**src/rtl/pktchan_pkg.sv**
```systemverilog
`timescale 1ns/1ps
package pktchan_pkg;
  localparam int PTR_W = 32;
  localparam int WA_W  = PTR_W - 2;

  typedef enum logic [2:0] {
    ST_IDLE, ST_HDR0, ST_HDR2, ST_LAUNCH, ST_WAIT, ST_RESP
  } eng_state_t;

  localparam logic [4:0] OFS_CTRL = 5'h00;
  localparam logic [4:0] OFS_STAT = 5'h02;
  localparam logic [4:0] OFS_CNT  = 5'h04;
  localparam logic [4:0] OFS_PTR  = 5'h0C;
  localparam logic [4:0] OFS_TIN  = 5'h14;
  localparam logic [4:0] OFS_TOUT = 5'h16;

  localparam int CB_MASK = 8;
  localparam int CB_GO   = 7;
  localparam int CB_RST  = 5;

  localparam int SB_BUSERR = 0;
  localparam int SB_DONE   = 2;
  localparam int SB_UNEXP  = 4;
  localparam int SB_PROTO  = 6;

  localparam int HB_VALID = 0;
  localparam int HB_DATA  = 2;
  localparam int HB_IEN   = 3;

  function automatic logic [9:0] pair_count(input logic [7:0] len);
    return {len, 2'b00};
  endfunction

  function automatic logic [PTR_W-1:0] pairs_base(input logic [PTR_W-1:0] p);
    return p + PTR_W'(16);
  endfunction

  function automatic logic misaligned(input logic [PTR_W-1:0] p);
    return |p[2:0];
  endfunction

  function automatic logic [7:0] resp_byte(input logic dev_err);
    return {4'b0000, dev_err, 3'b001};
  endfunction
endpackage

```
**src/rtl/pktchan_regs.sv**
```systemverilog
`timescale 1ns/1ps
module pktchan_regs
  import pktchan_pkg::*;
#(
  parameter int CNT_W = 16,
  parameter int THR_W = 16
) (
  input  logic             clk,
  input  logic             rst_n,
  input  logic             reg_wr,
  input  logic             reg_rd,
  input  logic [4:0]       reg_addr,
  input  logic [31:0]      reg_wdata,
  output logic [31:0]      reg_rdata,
  input  logic             ev_buserr,
  input  logic             ev_done,
  input  logic             ev_unexp,
  input  logic             ev_proto,
  output logic             go_pulse,
  output logic             soft_rst,
  output logic [PTR_W-1:0] pkt_ptr,
  output logic [1:0]       pio_mode,
  output logic             irq
);
  logic             mask_q, rst_q;
  logic [1:0]       pio_q;
  logic [7:0]       status_q, status_d;
  logic [CNT_W-1:0] cnt_q;
  logic [THR_W-1:0] tin_q, tout_q;
  logic [PTR_W-1:0] ptr_q;
  logic             go_q;
  logic             wr_ctrl, rd_stat, any_ev;

  assign wr_ctrl = reg_wr && (reg_addr == OFS_CTRL);
  assign rd_stat = reg_rd && (reg_addr == OFS_STAT);
  assign any_ev  = ev_buserr | ev_done | ev_unexp | ev_proto;

  always_comb begin
    status_d = status_q;
    if (rd_stat || rst_q) status_d = '0;
    if (ev_buserr) status_d[SB_BUSERR] = 1'b1;
    if (ev_done)   status_d[SB_DONE]   = 1'b1;
    if (ev_unexp)  status_d[SB_UNEXP]  = 1'b1;
    if (ev_proto)  status_d[SB_PROTO]  = 1'b1;
  end

  always_ff @(posedge clk or negedge rst_n) begin
    if (!rst_n) begin
      mask_q   <= 1'b0;
      rst_q    <= 1'b0;
      pio_q    <= '0;
      status_q <= '0;
      cnt_q    <= '0;
      tin_q    <= '0;
      tout_q   <= '0;
      ptr_q    <= '0;
      go_q     <= 1'b0;
    end else begin
      status_q <= status_d;
      go_q     <= wr_ctrl && reg_wdata[CB_GO];
      if (wr_ctrl) begin
        mask_q <= reg_wdata[CB_MASK];
        rst_q  <= reg_wdata[CB_RST];
        pio_q  <= reg_wdata[1:0];
      end
      if (reg_wr && reg_addr == OFS_CNT)  cnt_q  <= reg_wdata[CNT_W-1:0];
      if (reg_wr && reg_addr == OFS_PTR)  ptr_q  <= reg_wdata[PTR_W-1:0];
      if (reg_wr && reg_addr == OFS_TIN)  tin_q  <= reg_wdata[THR_W-1:0];
      if (reg_wr && reg_addr == OFS_TOUT) tout_q <= reg_wdata[THR_W-1:0];
    end
  end

  always_comb begin
    case (reg_addr)
      OFS_CTRL: reg_rdata = {23'd0, mask_q, 2'b00, rst_q, 3'b000, pio_q};
      OFS_STAT: reg_rdata = {24'd0, status_q};
      OFS_CNT:  reg_rdata = {{(32-CNT_W){1'b0}}, cnt_q};
      OFS_PTR:  reg_rdata = ptr_q;
      OFS_TIN:  reg_rdata = {{(32-THR_W){1'b0}}, tin_q};
      OFS_TOUT: reg_rdata = {{(32-THR_W){1'b0}}, tout_q};
      default:  reg_rdata = '0;
    endcase
  end

  assign go_pulse = go_q;
  assign soft_rst = rst_q;
  assign pkt_ptr  = ptr_q;
  assign pio_mode = pio_q;
  assign irq      = (status_q != 8'd0) && !mask_q;

  AST_READ_CLEARS: assert property (@(posedge clk) disable iff (!rst_n)
    (rd_stat && !any_ev) |=> (status_q == 8'd0));
  AST_RESET_CLEARS: assert property (@(posedge clk) disable iff (!rst_n)
    (rst_q && !any_ev) |=> (status_q == 8'd0));
endmodule

```
**src/rtl/pktchan_engine.sv**
```systemverilog
`timescale 1ns/1ps
module pktchan_engine
  import pktchan_pkg::*;
(
  input  logic             clk,
  input  logic             rst_n,
  input  logic             go,
  input  logic             soft_rst,
  input  logic [PTR_W-1:0] pkt_ptr,
  output logic             mem_req,
  output logic             mem_we,
  output logic [WA_W-1:0]  mem_addr,
  output logic [3:0]       mem_be,
  output logic [31:0]      mem_wdata,
  input  logic             mem_ack,
  input  logic [31:0]      mem_rdata,
  output logic             seq_start,
  output logic [PTR_W-1:0] seq_regs_ptr,
  output logic [9:0]       seq_pair_cnt,
  output logic [PTR_W-1:0] seq_prd_ptr,
  output logic             seq_has_data,
  input  logic             seq_done,
  input  logic             seq_dev_err,
  output logic             busy,
  output logic             ev_buserr,
  output logic             ev_done,
  output logic             ev_unexp,
  output logic             ev_proto
);
  eng_state_t       state;
  logic [PTR_W-1:0] base_q, prd_q;
  logic [7:0]       flags_q, len_q;
  logic             deverr_q;
  logic             hdr_valid;
  logic             accept_go;

  assign hdr_valid = mem_rdata[16 + HB_VALID];
  assign accept_go = (state == ST_IDLE) && go && !soft_rst;
  assign busy      = (state != ST_IDLE);

  assign ev_buserr = accept_go && misaligned(pkt_ptr);
  assign ev_proto  = !soft_rst && (state == ST_HDR0) && mem_ack && !hdr_valid;
  assign ev_done   = !soft_rst && (state == ST_RESP) && mem_ack && flags_q[HB_IEN];
  assign ev_unexp  = seq_done && (state != ST_WAIT);

  always_ff @(posedge clk or negedge rst_n) begin
    if (!rst_n) begin
      state    <= ST_IDLE;
      base_q   <= '0;
      prd_q    <= '0;
      flags_q  <= '0;
      len_q    <= '0;
      deverr_q <= 1'b0;
    end else if (soft_rst) begin
      state <= ST_IDLE;
    end else begin
      case (state)
        ST_IDLE: if (go && !misaligned(pkt_ptr)) begin
          base_q <= pkt_ptr;
          state  <= ST_HDR0;
        end
        ST_HDR0: if (mem_ack) begin
          flags_q <= mem_rdata[23:16];
          len_q   <= mem_rdata[31:24];
          state   <= hdr_valid ? ST_HDR2 : ST_IDLE;
        end
        ST_HDR2: if (mem_ack) begin
          prd_q <= mem_rdata;
          state <= ST_LAUNCH;
        end
        ST_LAUNCH: state <= ST_WAIT;
        ST_WAIT: if (seq_done) begin
          deverr_q <= seq_dev_err;
          state    <= ST_RESP;
        end
        ST_RESP: if (mem_ack) state <= ST_IDLE;
        default: state <= ST_IDLE;
      endcase
    end
  end

  always_comb begin
    mem_req  = 1'b0;
    mem_we   = 1'b0;
    mem_addr = base_q[PTR_W-1:2];
    case (state)
      ST_HDR0: mem_req = 1'b1;
      ST_HDR2: begin
        mem_req  = 1'b1;
        mem_addr = base_q[PTR_W-1:2] + WA_W'(2);
      end
      ST_RESP: begin
        mem_req = 1'b1;
        mem_we  = 1'b1;
      end
      default: ;
    endcase
  end

  assign mem_be       = mem_we ? 4'b0001 : 4'b1111;
  assign mem_wdata    = {24'd0, resp_byte(deverr_q)};
  assign seq_start    = (state == ST_LAUNCH);
  assign seq_regs_ptr = pairs_base(base_q);
  assign seq_pair_cnt = pair_count(len_q);
  assign seq_prd_ptr  = prd_q;
  assign seq_has_data = flags_q[HB_DATA];

  AST_ONE_LAUNCH: assert property (@(posedge clk) disable iff (!rst_n)
    seq_start |=> !seq_start);
  AST_INVALID_NO_LAUNCH: assert property (@(posedge clk) disable iff (!rst_n)
    (state == ST_HDR0 && mem_ack && !hdr_valid && !soft_rst) |=> (!seq_start && !busy));
  AST_MISALIGN_STAYS_IDLE: assert property (@(posedge clk) disable iff (!rst_n)
    (!busy && go && !soft_rst && misaligned(pkt_ptr)) |=> !busy);
  AST_GO_WHILE_BUSY: assert property (@(posedge clk) disable iff (!rst_n)
    (busy && go) |=> $stable(base_q));
  AST_SOFT_RESET_IDLE: assert property (@(posedge clk) disable iff (!rst_n)
    soft_rst |=> (!busy && !mem_req));
endmodule

```
**src/rtl/pktchan_ctrl.sv**
```systemverilog
`timescale 1ns/1ps
module pktchan_ctrl
  import pktchan_pkg::*;
#(
  parameter int CNT_W = 16,
  parameter int THR_W = 16
) (
  input  logic             clk,
  input  logic             rst_n,
  input  logic             reg_wr,
  input  logic             reg_rd,
  input  logic [4:0]       reg_addr,
  input  logic [31:0]      reg_wdata,
  output logic [31:0]      reg_rdata,
  output logic             mem_req,
  output logic             mem_we,
  output logic [WA_W-1:0]  mem_addr,
  output logic [3:0]       mem_be,
  output logic [31:0]      mem_wdata,
  input  logic             mem_ack,
  input  logic [31:0]      mem_rdata,
  output logic             seq_start,
  output logic [PTR_W-1:0] seq_regs_ptr,
  output logic [9:0]       seq_pair_cnt,
  output logic [PTR_W-1:0] seq_prd_ptr,
  output logic             seq_has_data,
  input  logic             seq_done,
  input  logic             seq_dev_err,
  output logic [1:0]       pio_mode,
  output logic             irq
);
  logic             go_pulse, soft_rst, busy;
  logic             ev_buserr, ev_done, ev_unexp, ev_proto;
  logic [PTR_W-1:0] pkt_ptr;

  pktchan_regs #(.CNT_W(CNT_W), .THR_W(THR_W)) u_regs (
    .clk(clk), .rst_n(rst_n),
    .reg_wr(reg_wr), .reg_rd(reg_rd), .reg_addr(reg_addr),
    .reg_wdata(reg_wdata), .reg_rdata(reg_rdata),
    .ev_buserr(ev_buserr), .ev_done(ev_done),
    .ev_unexp(ev_unexp), .ev_proto(ev_proto),
    .go_pulse(go_pulse), .soft_rst(soft_rst), .pkt_ptr(pkt_ptr),
    .pio_mode(pio_mode), .irq(irq)
  );

  pktchan_engine u_engine (
    .clk(clk), .rst_n(rst_n),
    .go(go_pulse), .soft_rst(soft_rst), .pkt_ptr(pkt_ptr),
    .mem_req(mem_req), .mem_we(mem_we), .mem_addr(mem_addr),
    .mem_be(mem_be), .mem_wdata(mem_wdata),
    .mem_ack(mem_ack), .mem_rdata(mem_rdata),
    .seq_start(seq_start), .seq_regs_ptr(seq_regs_ptr),
    .seq_pair_cnt(seq_pair_cnt), .seq_prd_ptr(seq_prd_ptr),
    .seq_has_data(seq_has_data),
    .seq_done(seq_done), .seq_dev_err(seq_dev_err),
    .busy(busy),
    .ev_buserr(ev_buserr), .ev_done(ev_done),
    .ev_unexp(ev_unexp), .ev_proto(ev_proto)
  );

  AST_NO_REQ_WHEN_IDLE: assert property (@(posedge clk) disable iff (!rst_n)
    !busy |-> !mem_req);
endmodule

```
**config.mk**
```make
export PLATFORM = sky130hd
export DESIGN_NAME = pktchan_ctrl
export DESIGN_NICKNAME = d
export VERILOG_FILES = /design/src/rtl/pktchan_pkg.sv /design/src/rtl/pktchan_regs.sv /design/src/rtl/pktchan_engine.sv /design/src/rtl/pktchan_ctrl.sv
export SDC_FILE = /design/constraint.sdc
export NUM_CORES = 1
export LEC_CHECK = 0
export BUFFER_PORTS_ARGS = -buffer_cell sky130_fd_sc_hd__buf_2
export CORE_AREA = 5 5 160 162
export CTS_CLUSTER_DIAMETER = 30
export CTS_CLUSTER_SIZE = 10
export DETAILED_ROUTE_END_ITERATION = 8
export DIE_AREA = 0 0 165 167
export PLACE_DENSITY = 0.68
export SETUP_SLACK_MARGIN = 0.5
export SLEW_MARGIN = 15
export SYNTH_ARGS = -nofsm -noshare
export SYNTH_HDL_FRONTEND = slang
export SYNTH_SLANG_ARGS = --single-unit
```
**constraint.sdc**
```tcl
create_clock -name clk -period 4.7 [get_ports clk]
set_input_delay 1.175 -clock clk [delete_from_list [all_inputs] [get_ports clk]]
set_output_delay 1.175 -clock clk [all_outputs]
set_load 0.1 [all_outputs]
```
# Yosys cells after proc, flatten, opt, wreduce, memory -nomap -nowiden
# Cells that the tools add are included.
# totals
reg_bits	169
word_cells	93
output_inout_bits	179
# classes
mux	18
reduce_logical	38
n_eq_ne	16
add_sub_neg	2
bitwise_logic	1
# op_table
operator	count
$pmux W32 S6	1
$add A32 B5 Y32 const B	1
$add A30 B2 Y30 const B	1
$mux W30	1
$logic_and A1 B1 Y1	19
$mux W3	6
$ne A3 B3 Y1 const B	6
$pmux W3 S6	1
$reduce_and A3 Y1	4
$eq A5 B5 Y1 const B	2
$reduce_bool A2 Y1	4
$reduce_bool A8 Y1	1
$mux W7	1
$eq A3 B2 Y1 const B	2
$eq A3 B3 Y1 const B	2
$mux W1	6
$reduce_or A3 Y1	2
$eq A5 B2 Y1 const B	1
$eq A5 B3 Y1 const B	1
$eq A5 B4 Y1 const B	1
$logic_not A5 Y1	1
$reduce_and A5 Y1	1
$logic_not A1 Y1	4
$mux W4	1
other kinds (5)	5

# Longest topological paths before layout
# Gate-level depths: netlist of run 1.
# logic_depth
ltp_word	6
ltp_mapped	6
depth_no_buf	5

# By module
# Synthesis of run 1 repeated with hierarchy kept, for this count alone.
# hier_totals
cells_unflattened	714
area_unflattened_um2	8562.0
# modules_own_cells
module	n_inst	area_per_inst_um2	cells_each
pktchan_engine	1	4430.5	395
pktchan_regs	1	4131.5	319

# Worst setup path after synthesis of run 1
# Ideal clock, no wire load.
# synth_timing
kind	register to output
from	reg u_engine.base_q[4]
to	out seq_regs_ptr[27]
t_required_ps	3525
path_stages_with_launch	5
arrival_time_ps	3111
slack_ps	414
cell_sequence	dfrtp_1 -> inv_1 -> nor3_1 -> nand3_1 -> xnor2_1
# synth_between
elab_chain_cells	1
# synth_rtl
element	line_no	rtl
start, declared	pktchan_engine.sv:31	logic [PTR_W-1:0] base_q, prd_q;
start signal, assigned	pktchan_engine.sv:59	base_q <= pkt_ptr;
$add A32 B5 Y32	pktchan_pkg.sv:35	return p + PTR_W'(16);
end, declared	pktchan_ctrl.sv:23	output logic [PTR_W-1:0] seq_regs_ptr,
# No other way between the ends.

# Final worst setup path of run 1
# layout_timing
from	reg u_engine.base_q[5]
to	out mem_addr[22]
# layout_between
elab_chain_cells	2
# layout_rtl
element	line_no	rtl
$add A30 B2 Y30	pktchan_engine.sv:90	mem_addr = base_q[PTR_W-1:2] + WA_W'(2);
$mux W30	pktchan_engine.sv:86	case (state)
end, declared	pktchan_ctrl.sv:17	output logic [WA_W-1:0] mem_addr,
# No other way between the ends.

==> metrics.csv, run 1 <==
stage;metric;value;unit
critical_path;cp_cell_sequence;ha_1 -> nand3_2 -> nor4_4 -> nand4_1 -> xnor2_2 -> buf_2;
drt;drt_iter0_drc;264;
synthesis;synth_top_area_share;50.90;%
critical_path;critical_path_class;reg2out;
sta;worst_pin_slew;0.9510;ns
final_layout;area_delta_synth_final;25.77;%
synthesis;synthCells;672;
synthesis;synthFlopType;dfrtp_1;
drt;routed-wl-met2;10.57;mm
global_routing;grt_pass1_wl;33.62;mm
power;p_leak;5.219;nW
sta;min_period;4.050;ns
synthesis;avgSynthCellArea;12.22;µm²
drt;routed.top_layer;met4;
final_layout;fin_nets;953;
final_layout;multi_input_area;3701;µm²
sta;fmax;246.9;MHz
clocking;tritoncts;built;
clocking;clock-sinks;167;
final_layout;regArea;4179;µm²
global_routing;grt_max_degree;98;
clocking;cts_made_buffers;17;
power;swShare;50.83;%
die;num_io_pins;255;
clocking;ctsHtreeMaxLevel;4;
clocking;cts_setup_buffers;0;
global_routing;overflow;0;
critical_path;cp-end-kind;output pin;
synthesis;synth-seq-cells;167;
critical_path;critical-path-top-delay-family;simple AND/OR/NAND/NOR gates;
drt;drt-met1-wl;9.102;mm
placed_design;gp_congestion;0.8188;
critical_path;worstPathRequired;3.52;ns
synthesis;synth.cell_area;8210;µm²
die;die_h;167;µm
sta;period_share;86.18;%
worst_hold_path;hold_path.class;reg2reg;
power;p_clk_share;22.4;%
power;vdd_drop_max;0.4031;mV
drt;drc_errors;0;
status;status;finished clean;
sta;max_slew_margin;36.44;%
final_layout;drive_above_1_share;49.32;%
sta;rsz0062_at_grt;no;
placed_design;dp_slack;0.8730;ns
power;pwr_density_cell;599.6;nW/µm²
power;seq_power_share;32.8;%
synthesis;synthTopCellsByArea;dfrtp_1, mux2_2, buf_4, xnor2_1, a22oi_1;
synthesis;yosys.area.top_type;dfrtp_1;
placed_design;dpl.hpwl;15.63;mm
die;rows;57;
clocking;clock_latency;0.42;ns
critical_path;worst_ep_arrival_time;2.88;ns
sta;drv_slew;0;
synthesis;ys_warn_count;0;
final_layout;postLayoutCellArea;10330;µm²
drt;ant_nets;0;
synthesis;synth_edf_count;0;
final_layout;fillers;2221;
drt;dr.pass1.iters;5;
drt;wl_met3;1.200;mm
clocking;cts_max_path_buffers;2;
power;pwr-share-comb;44.8;%
synthesis;postSynth.asyncResetShare;100.0;%
clocking;cts-root-buf;clkbuf_16;
sta;worst_slack;0.6495;ns
sta;finalSetupTns;0;ns
final_layout;num_antenna_cells;0;
clocking;cts.clk_slew.worst_paths;0.07;ns
die;core;23960;µm²
critical_path;crit_buf_inv;1;
sta;finClkSkew;0.007649;ns
drt;vias;5775;
power;p_sw;3.147;mW
critical_path;crit_fanout;8;
drt;vias_per_cell;4.765;
global_routing;antenna_found_initial;0;
critical_path;critical_path.max_stage_delay;0.62;ns
synthesis;synth_seq_area_share;50.90;%
sta;hold_viol_final;0;
drt;finalWirelength;21.23;mm
flow_run;cap_viol_max_count;0;
die;die_w;165;µm
global_routing;grt.total_usage;15.49;%
sta;setup_viol;0;
global_routing;grt_pass1_vias;6001;
placed_design;dpl_cell_area;9742;µm²
placed_design;io_buffer_count;220;
synthesis;synth_common_cells;dfrtp_1, mux2_2, buf_4;
critical_path;start_kind;flop;
synthesis;yosysMostFrequentCell;dfrtp_1;
die;die-area;27560;µm²
drt;wl_per_cell;17.51;µm
power;power.internal;3.044;mW
die;start_util;34.26;%
critical_path;cpMaxStageDelayCell;nor4_4;
synthesis;synthDistinctLibCells;43;
[layout make-up]
type,count,area share (%)
timing repair buffer,230,13.90
clock inverter,15,1.490
tap,324,3.926
sequential,167,40.47
multi-input combinational,452,35.84
inverter,7,0.2545
clock buffer,17,4.120
[worst paths after layout]
path	startpoint	endpoint	slack (ns)	depth (start not counted)
max	u_engine.base_q[5]	mem_addr[22]	0.65	6
max in group asynchronous	rst_n	u_engine.seq_prd_ptr[15]	2.99	2
min reg2reg	u_engine.base_q[1]	u_engine.base_q[1]	0.49	1
max reg2reg	u_engine.state[0]	u_engine.seq_prd_ptr[8]	2.22	4
min	u_engine.base_q[1]	u_engine.base_q[1]	0.49	1
min in group asynchronous	rst_n	u_engine.seq_prd_ptr[2]	0.83	1
[layout by cell type, fill, tap and decap left out, types with 3 or more instances in the layout]
master	instances
nor2_1	11
a22oi_1	33
xnor2_1	29
nor2b_1	6
buf_4	9
o21ai_0	3
conb_1	34
nand4_1	13
inv_1	7
and2_1	22
mux2_2	155
nor3_2	4
inv_6	5
clkbuf_16	17
nand2_2	3
xor2_1	17
xnor2_2	7
buf_2	203
dfrtp_1	167
inv_8	4
and4_1	4
and3_1	7
buf_12	17
nand2_1	41
nor3_1	10
nor4_1	3
nand3_1	22
[worst register-to-register path: cells and delay by family, from the launching register on]
family                 cells  cell delay (ns)
and+or+nand+nor            2             1.09
DFF                        1             0.54
buffers and inverters      1             0.44
muxes                      1             0.29
[per-layer routing]
| metal | global-route usage, % | vias up |
|---|---|---|
| met1 | 19.95 | 2880 |
| met2 | 26.12 | 170 |
| met3 | 3.609 | 24 |
| met4 | 4.123 | 0 |
| li1 | - | 2701 |
| met5 | 0 | - |
[sequential cells by signal (all words and copies together) (netlist names)]
name                  count
u_regs.pio_mode           2
u_engine.seq_prd_ptr     32
u_regs.cnt_q             16
u_regs.status_q           4
u_regs.tout_q            16
u_regs.pkt_ptr           32
u_regs.mask_q             1
u_engine.base_q          32
u_regs.go_pulse           1
u_engine.len_q            8
u_engine.flags_q          2
u_regs.tin_q             16
u_engine.deverr_q         1
u_regs.soft_rst           1
u_engine.state            3
[what timing repair did]
action	4_1_cts	5_1_grt
gates resized for setup	0	1
hold buffers	0	0
setup endpoints to repair	0	1
[power by group through the flow]
stage | clock network (mW) | registers, mW | logic (mW)
2_1_floorplan | 0 | 3.27 | 1.10
3_3_place_gp | 0 | 2.04 | 2.77
3_5_place_dp | 0 | 2.06 | 2.79
4_1_cts | 1.43 | 2.03 | 2.79
5_1_grt | 1.49 | 2.08 | 2.86
6_report | 1.39 | 2.03 | 2.77
[kinds of logic (layout without fill, tap and decap cells)]
group / after synthesis / after routing / synth area share [%]
DFF: 167 / 167 / 50.90
buffers and inverters: 85 / 269 / 6.279
adders and majority gates: 2 / 2 / 0.3047
xor gates and xnor gates: 54 / 54 / 5.760
other: 2 / 34 / 0.09147
muxes: 155 / 155 / 21.26
AOI/OAI and AO/OA: 47 / 47 / 4.206
and+or+nand+nor: 160 / 160 / 11.20
[stage by stage]
step | util, % | instances | hold WS (ns) | power (mW)
detailed placement | 40.65 | 1180 | 0.4714 | 4.852
global route | 43.09 | 1212 | 0.5101 | 6.443
finish | 43.09 | 1212 | 0.4851 | 6.191
global placement | 40.65 | 1180 | 0.4650 | 4.812
CTS | 43.07 | 1212 | 0.4886 | 6.260
floorplan | - | 704 | 0.4548 | 4.373
Power figures use the tool's default switching activity.
==> run 2: changes to the inputs <==
--- a/config.mk
+++ b/config.mk
@@ -11,6 +11,7 @@
 export CTS_CLUSTER_SIZE = 10
 export DETAILED_ROUTE_END_ITERATION = 8
 export DIE_AREA = 0 0 165 167
+export MAX_ROUTING_LAYER = met4
 export PLACE_DENSITY = 0.68
 export SETUP_SLACK_MARGIN = 0.5
 export SLEW_MARGIN = 15
==> run 2 against run 1 <==
  * First-iteration DRC count shrank 8.7%
  * Final cell count unchanged
  * Core utilization did not move
  * Clock skew shrank 0.00056 ns
  * Hold slack worse by 0.0026 ns
  * Routed wire length about the same
  * Combinational power barely moved
  * Critical path depth is the same
  * Largest cell class unchanged
  * Non-clock buffer count stayed put
  * Via count is essentially flat
  * Global-route usage grew 0.46 points
==> metrics.csv, run 2 (synthesis results as in run 1) <==
stage;metric;value;unit;change
status;status;finished clean;;
power;p_sw;3.146;mW;about the same
final_layout;num_antenna_cells;0;;unchanged
worst_hold_path;hold_start;u_engine.base_q[0];;
power;vdd_drop_max;0.4031;mV;about the same
critical_path;cpMaxStageDelayCell;nor4_4;;
final_layout;drive_above_1_share;49.32;%;unchanged
drt;routed-wl-met2;10.60;mm;+0.28%
power;power.internal;3.044;mW;unchanged
drt;finalWirelength;21.24;mm;about the same
critical_path;worst_ep_arrival_time;2.87;ns;about the same
power;swShare;50.82;%;about the same
die;die_w;165;µm;unchanged
die;rows;57;;unchanged
sta;drv_slew;0;;unchanged
sta;worst_pin_slew;0.9490;ns;-0.002086 ns
power;seq_power_share;32.8;%;about the same
placed_design;gp_congestion;0.8310;;+1.5%
drt;vias;5774;;-0.017%
sta;rsz0062_at_grt;no;;
drt;wl_met3;1.250;mm;+4.2%
placed_design;dp_cells;1180;;unchanged
die;die_h;167;µm;unchanged
power;pwr_density_cell;599.5;nW/µm²;about the same
final_layout;area_delta_synth_final;25.77;%;unchanged
drt;dr.pass1.iters;5;;unchanged
sta;min_period;4.046;ns;-0.004711 ns
critical_path;start_kind;flop;;
power;p_leak;5.219;nW;unchanged
global_routing;grt_max_degree;98;;unchanged
clocking;cts_max_path_buffers;2;;unchanged
drt;ant_nets;0;;unchanged
final_layout;utilization;43.09;%;unchanged
flow_run;cap_viol_max_count;0;;unchanged
critical_path;timing.rr.start;u_engine.state[0];;
worst_hold_path;hold-path-cell-count;1;;unchanged
drt;drt_iter0_drc;241;;-8.7%
clocking;ctsHtreeMaxLevel;4;;unchanged
clocking;clock_latency;0.42;ns;about the same
sta;finClkSkew;0.007093;ns;-0.0005560 ns
drt;drt-met1-wl;9.006;mm;-1.1%
clocking;cts-root-buf;clkbuf_16;;
clocking;cts_made_buffers;17;;unchanged
worst_hold_path;hold_path_end;u_engine.base_q[0];;
global_routing;overflow;0;;unchanged
clocking;cts_resized;0;;unchanged
placed_design;dpl.hpwl;15.63;mm;unchanged
critical_path;crit_fanout;8;;unchanged
final_layout;fin_nets;953;;unchanged
final_layout;multi_input_area;3701;µm²;unchanged
final_layout;mostFrequentLayoutCell;buf_2;;
final_layout;final_cell_mix;buf_2, dfrtp_1, mux2_2, nand2_1, conb_1;;
global_routing;grt_pass1_vias;6007;;+0.10%
critical_path;critical_path.max_stage_delay;0.62;ns;about the same
critical_path;cp-end-kind;output pin;;
sta;finalSetupTns;0;ns;unchanged
drt;routed.top_layer;met4;;
clocking;clock-sinks;167;;unchanged
sta;fmax;247.2;MHz;+0.12%
sta;setup_viol;0;;unchanged
drt;wl_per_cell;17.52;µm;about the same
drt;vias_per_cell;4.764;;about the same
power;p_clk_share;22.4;%;about the same
critical_path;worstPathRequired;3.52;ns;about the same
die;num_io_pins;255;;unchanged
clocking;tritoncts;built;;
placed_design;io_buffer_count;220;;unchanged
critical_path;critical_path_class;reg2out;;
sta;period_share;86.08;%;-0.10 points
critical_path;r2r_slack;2.23;ns;about the same
sta;max_slew_margin;36.58;%;+0.14 points
final_layout;regArea;4179;µm²;unchanged
sta;hold_slack;0.4826;ns;-0.002560 ns
clocking;cts_hold_buffers;0;;unchanged
sta;hold_viol_final;0;;unchanged
clocking;cts_setup_buffers;0;;unchanged
die;start_util;34.26;%;unchanged
critical_path;r2r_cells;4;;unchanged
final_layout;final_cells;1212;;unchanged
global_routing;grt_pass1_wl;33.63;mm;about the same
power;power;6.191;mW;about the same
die;die-area;27560;µm²;unchanged
worst_hold_path;hold_path.class;reg2reg;;
global_routing;antenna_found_initial;0;;unchanged
critical_path;r2r_end;u_engine.seq_prd_ptr[8];;
power;pwr-share-comb;44.8;%;about the same
drt;drc_errors;0;;unchanged
critical_path;cp_cell_sequence;ha_1 -> nand3_2 -> nor4_4 -> nand4_1 -> xnor2_2 -> buf_2;;
clocking;cts.clk_slew.worst_paths;0.07;ns;about the same
global_routing;grt.total_usage;15.95;%;+0.46 points
die;core;23960;µm²;unchanged
final_layout;fillers;2221;;unchanged
## run 2: cell counts in the layout (fill, tap and decap cells not counted)
Identical to the previous run, type by type.
## run 2: how the worst max path moves through the flow
stage,start,endpoint,cells after the start
final,u_engine.base_q[5],mem_addr[22],6
after global routing,u_engine.base_q[13],mem_addr[17],5
after CTS,u_engine.base_q[5],mem_addr[22],6
after detailed placement,reg_addr[2],reg_rdata[26],6
after global placement,reg_addr[2],reg_rdata[28],6
after floorplan,u_engine.base_q[5],mem_addr[24],5
## run 2: critical path: cells and delay by family (launching register included)
family / cells / cell delay (ns)
AND/OR/NAND/NOR: 3 / 1.04
XOR/XNOR: 1 / 0.16
buffers and inverters: 1 / 0.44
adder cells (fa/ha/maj): 1 / 0.28
flip-flops: 1 / 0.52
## run 2: power by group through the flow
stage | logic [mW] | registers (mW) | clock network [mW]
2_1_floorplan | 1.10 | 3.27 | 0
3_3_place_gp | 2.77 | 2.04 | 0
3_5_place_dp | 2.79 | 2.06 | 0
4_1_cts | 2.79 | 2.03 | 1.43
5_1_grt | 2.86 | 2.08 | 1.50
6_report | 2.77 | 2.03 | 1.39
## run 2: final cells by class
type | count | share of cell area, %
clock buffer | 17 | 4.120
clock inverter | 15 | 1.490
inverter | 7 | 0.2545
multi-input combinational | 452 | 35.84
sequential | 167 | 40.47
tap | 324 | 3.926
timing repair buffer | 230 | 13.90
## run 2: per-layer routing
| metal | global-route usage (%) | vias up |
|---|---|---|
| met1 | 20.06 | 2870 |
| met5 | - | - |
| met4 | 4.123 | 0 |
| met3 | 3.435 | 26 |
| li1 | - | 2705 |
| met2 | 26.14 | 173 |
## run 2: stage by stage
step | instance area (µm²) | setup WS, ns
after CTS | 10320 | 0.6333
after global routing | 10330 | 0.4890
after detailed placement | 9742 | 0.8730
after global placement | 9742 | 0.9166
final | 10330 | 0.6542
after floorplan | 8391 | 0.5013
==> run 3: changes to the inputs <==
==> constraint.sdc (replaced) <==
create_clock -name clk -period 4.7 [get_ports clk]
set_input_delay 0.235 -clock clk [delete_from_list [all_inputs] [get_ports clk]]
set_output_delay 0.235 -clock clk [all_outputs]
set_load 0.1 [all_outputs]
==> run 3 against run 2 <==
  * Count of clock-buffer cells in the layout grew 3
  * Critical endpoint is now mem_addr[13]
  * Sequential cell count is the same
  * Largest cell class unchanged
  * Clock skew grew 0.0010 ns
  * Power shrank 0.71%
  * Core utilization shrank 1.4 points
  * Critical path depth is the same
  * Final area shrank 3.4%
==> metrics.csv, run 3 (synthesis results as in run 1) <==
stage;metric;value;unit;change
status;status;finished clean;;
final_layout;regArea;4179;µm²;unchanged
sta;max_slew_margin;37.16;%;+0.58 points
global_routing;grt_pass1_wl;33.15;mm;-1.4%
sta;finalSetupTns;0;ns;unchanged
die;die_w;165;µm;unchanged
drt;vias_per_cell;4.775;;+0.22%
sta;min_period;3.110;ns;-0.9353 ns
final_layout;mostFrequentLayoutCell;buf_2;;
sta;drv_slew;0;;unchanged
sta;hold_viol_final;0;;unchanged
clocking;clock_latency;0.42;ns;about the same
clocking;cts_max_path_buffers;2;;unchanged
clocking;cts.clk_slew.worst_paths;0.06;ns;about the same
clocking;clock-sinks;167;;unchanged
clocking;cts-root-buf;clkbuf_16;;
placed_design;dpl.hpwl;15.81;mm;+1.2%
critical_path;r2r_slack;2.81;ns;+0.58 ns
final_layout;fin_nets;950;;-0.31%
sta;fmax;321.5;MHz;+30%
power;pwr_density_cell;616.0;nW/µm²;+2.7%
final_layout;final_cells;1207;;-0.41%
power;p_sw;3.040;mW;-3.4%
sta;hold_slack;0.04434;ns;-0.4382 ns
sta;rsz0062_at_grt;no;;
power;p_leak;5.084;nW;-2.6%
drt;ant_nets;0;;unchanged
die;rows;57;;unchanged
die;core;23960;µm²;unchanged
clocking;tritoncts;built;;
die;num_io_pins;255;;unchanged
global_routing;antenna_found_initial;0;;unchanged
sta;worst_pin_slew;0.9354;ns;-0.01354 ns
final_layout;fillers;2357;;+6.1%
global_routing;grt_max_degree;97;;-1.0%
die;die_h;167;µm;unchanged
global_routing;grt.total_usage;15.92;%;-0.036 points
final_layout;drive_above_1_share;47.68;%;-1.6 points
power;power;6.147;mW;-0.71%
power;power.internal;3.107;mW;+2.1%
final_layout;final_cell_mix;buf_2, dfrtp_1, mux2_2, nand2_1, xnor2_1;;
placed_design;io_buffer_count;220;;unchanged
global_routing;grt_pass1_vias;5881;;-2.1%
final_layout;num_antenna_cells;0;;unchanged
drt;drt_iter0_drc;304;;+26%
power;seq_power_share;33.0;%;+0.2 points
drt;dr.pass1.iters;4;;-1
critical_path;r2r_cells;5;;+1
die;die-area;27560;µm²;unchanged
clocking;cts_made_buffers;17;;unchanged
sta;setup_viol;0;;unchanged
sta;period_share;66.18;%;-20 points
clocking;cts_resized;0;;unchanged
placed_design;dp_cells;1176;;-0.34%
clocking;ctsHtreeMaxLevel;4;;unchanged
flow_run;cap_viol_max_count;0;;unchanged
worst_hold_path;hold-path-cell-count;2;;+1
sta;finClkSkew;0.008133;ns;+0.001040 ns
drt;drc_errors;0;;unchanged
drt;finalWirelength;21.19;mm;-0.20%
critical_path;cp-end-kind;output pin;;
critical_path;critical_path_class;reg2out;;
die;start_util;34.26;%;unchanged
power;pwr-share-comb;44.7;%;about the same
final_layout;area_delta_synth_final;21.55;%;
power;vdd_drop_max;0.4102;mV;+1.8%
final_layout;multi_input_area;3636;µm²;-1.8%
worst_hold_path;hold_path.class;in2reg;;
critical_path;worst_ep_arrival_time;2.88;ns;about the same
global_routing;overflow;0;;unchanged
critical_path;start_kind;flop;;
drt;wl_per_cell;17.56;µm;+0.21%
placed_design;gp_congestion;0.8027;;-3.4%
power;p_clk_share;22.3;%;about the same
placed_design;dpl_cell_area;9399;µm²;-3.5%
critical_path;crit_fanout;7;;-1
final_layout;postLayoutCellArea;9980;µm²;-3.4%
critical_path;worstPathRequired;4.47;ns;+0.95 ns
drt;vias;5763;;-0.19%
power;swShare;49.45;%;-1.4 points
==> run 3: layout make-up <==
cell class,count,share of cell area [%]
inverters,7,0.2633
repair buffers,227,11.65
clock buffers,20,4.476
well taps,324,4.062
clock inverters,10,1.241
multi-input cells,452,36.43
flip-flops and latches,167,41.88
==> run 3: layer usage <==
metal,part of all wire (%),track usage (%)
met4,1.8,4.629
met3,5.6,3.337
met1,43,19.92
met2,50,25.99
met5,0,-
==> run 3: stage by stage <==
stage | utilization (%) | setup WS, ns
after floorplan | - | 1.354
after global placement | 39.22 | 1.937
after detailed placement | 39.22 | 1.967
after CTS | 41.65 | 1.509
after global routing | 41.65 | 1.389
final | 41.65 | 1.590
==> run 3: power by group through the flow <==
stage	combinational [mW]	sequential, mW	clock [mW]
2_1_floorplan	1.10	3.27	0
3_3_place_gp	2.74	2.04	0
3_5_place_dp	2.76	2.06	0
4_1_cts	2.77	2.03	1.42
5_1_grt	2.84	2.08	1.48
6_report	2.75	2.03	1.37
==> run 3: critical path, stage by stage, from the launching register on <==
cell and delay [ns]:
dfrtp_1 0.48, ha_1 0.23, nand4bb_1 0.29, nor3_2 0.57, and3_1 0.26, xor2_1 0.17
buf_2 0.45
==> run 3: worst paths after layout <==
| kind | startpoint | end |
|---|---|---|
| worst min register to register | u_engine.base_q[0] | u_engine.base_q[0] |
| min in group asynchronous | rst_n | u_engine.seq_prd_ptr[14] |
| worst max register to register | u_engine.state[0] | u_engine.base_q[31] |
| max in group asynchronous | rst_n | u_regs.status_q[6] |
| worst max-delay path | u_engine.base_q[3] | mem_addr[13] |
| worst min-delay path | mem_rdata[17] | u_engine.seq_prd_ptr[17] |
==> run 3: what timing repair did <==
| action | CTS | global route |
|---|---|---|
| endpoints found under the hold margin | 94 | 0 |
| hold buffers | 1 | 0 |
| setup buffers | 0 | 0 |
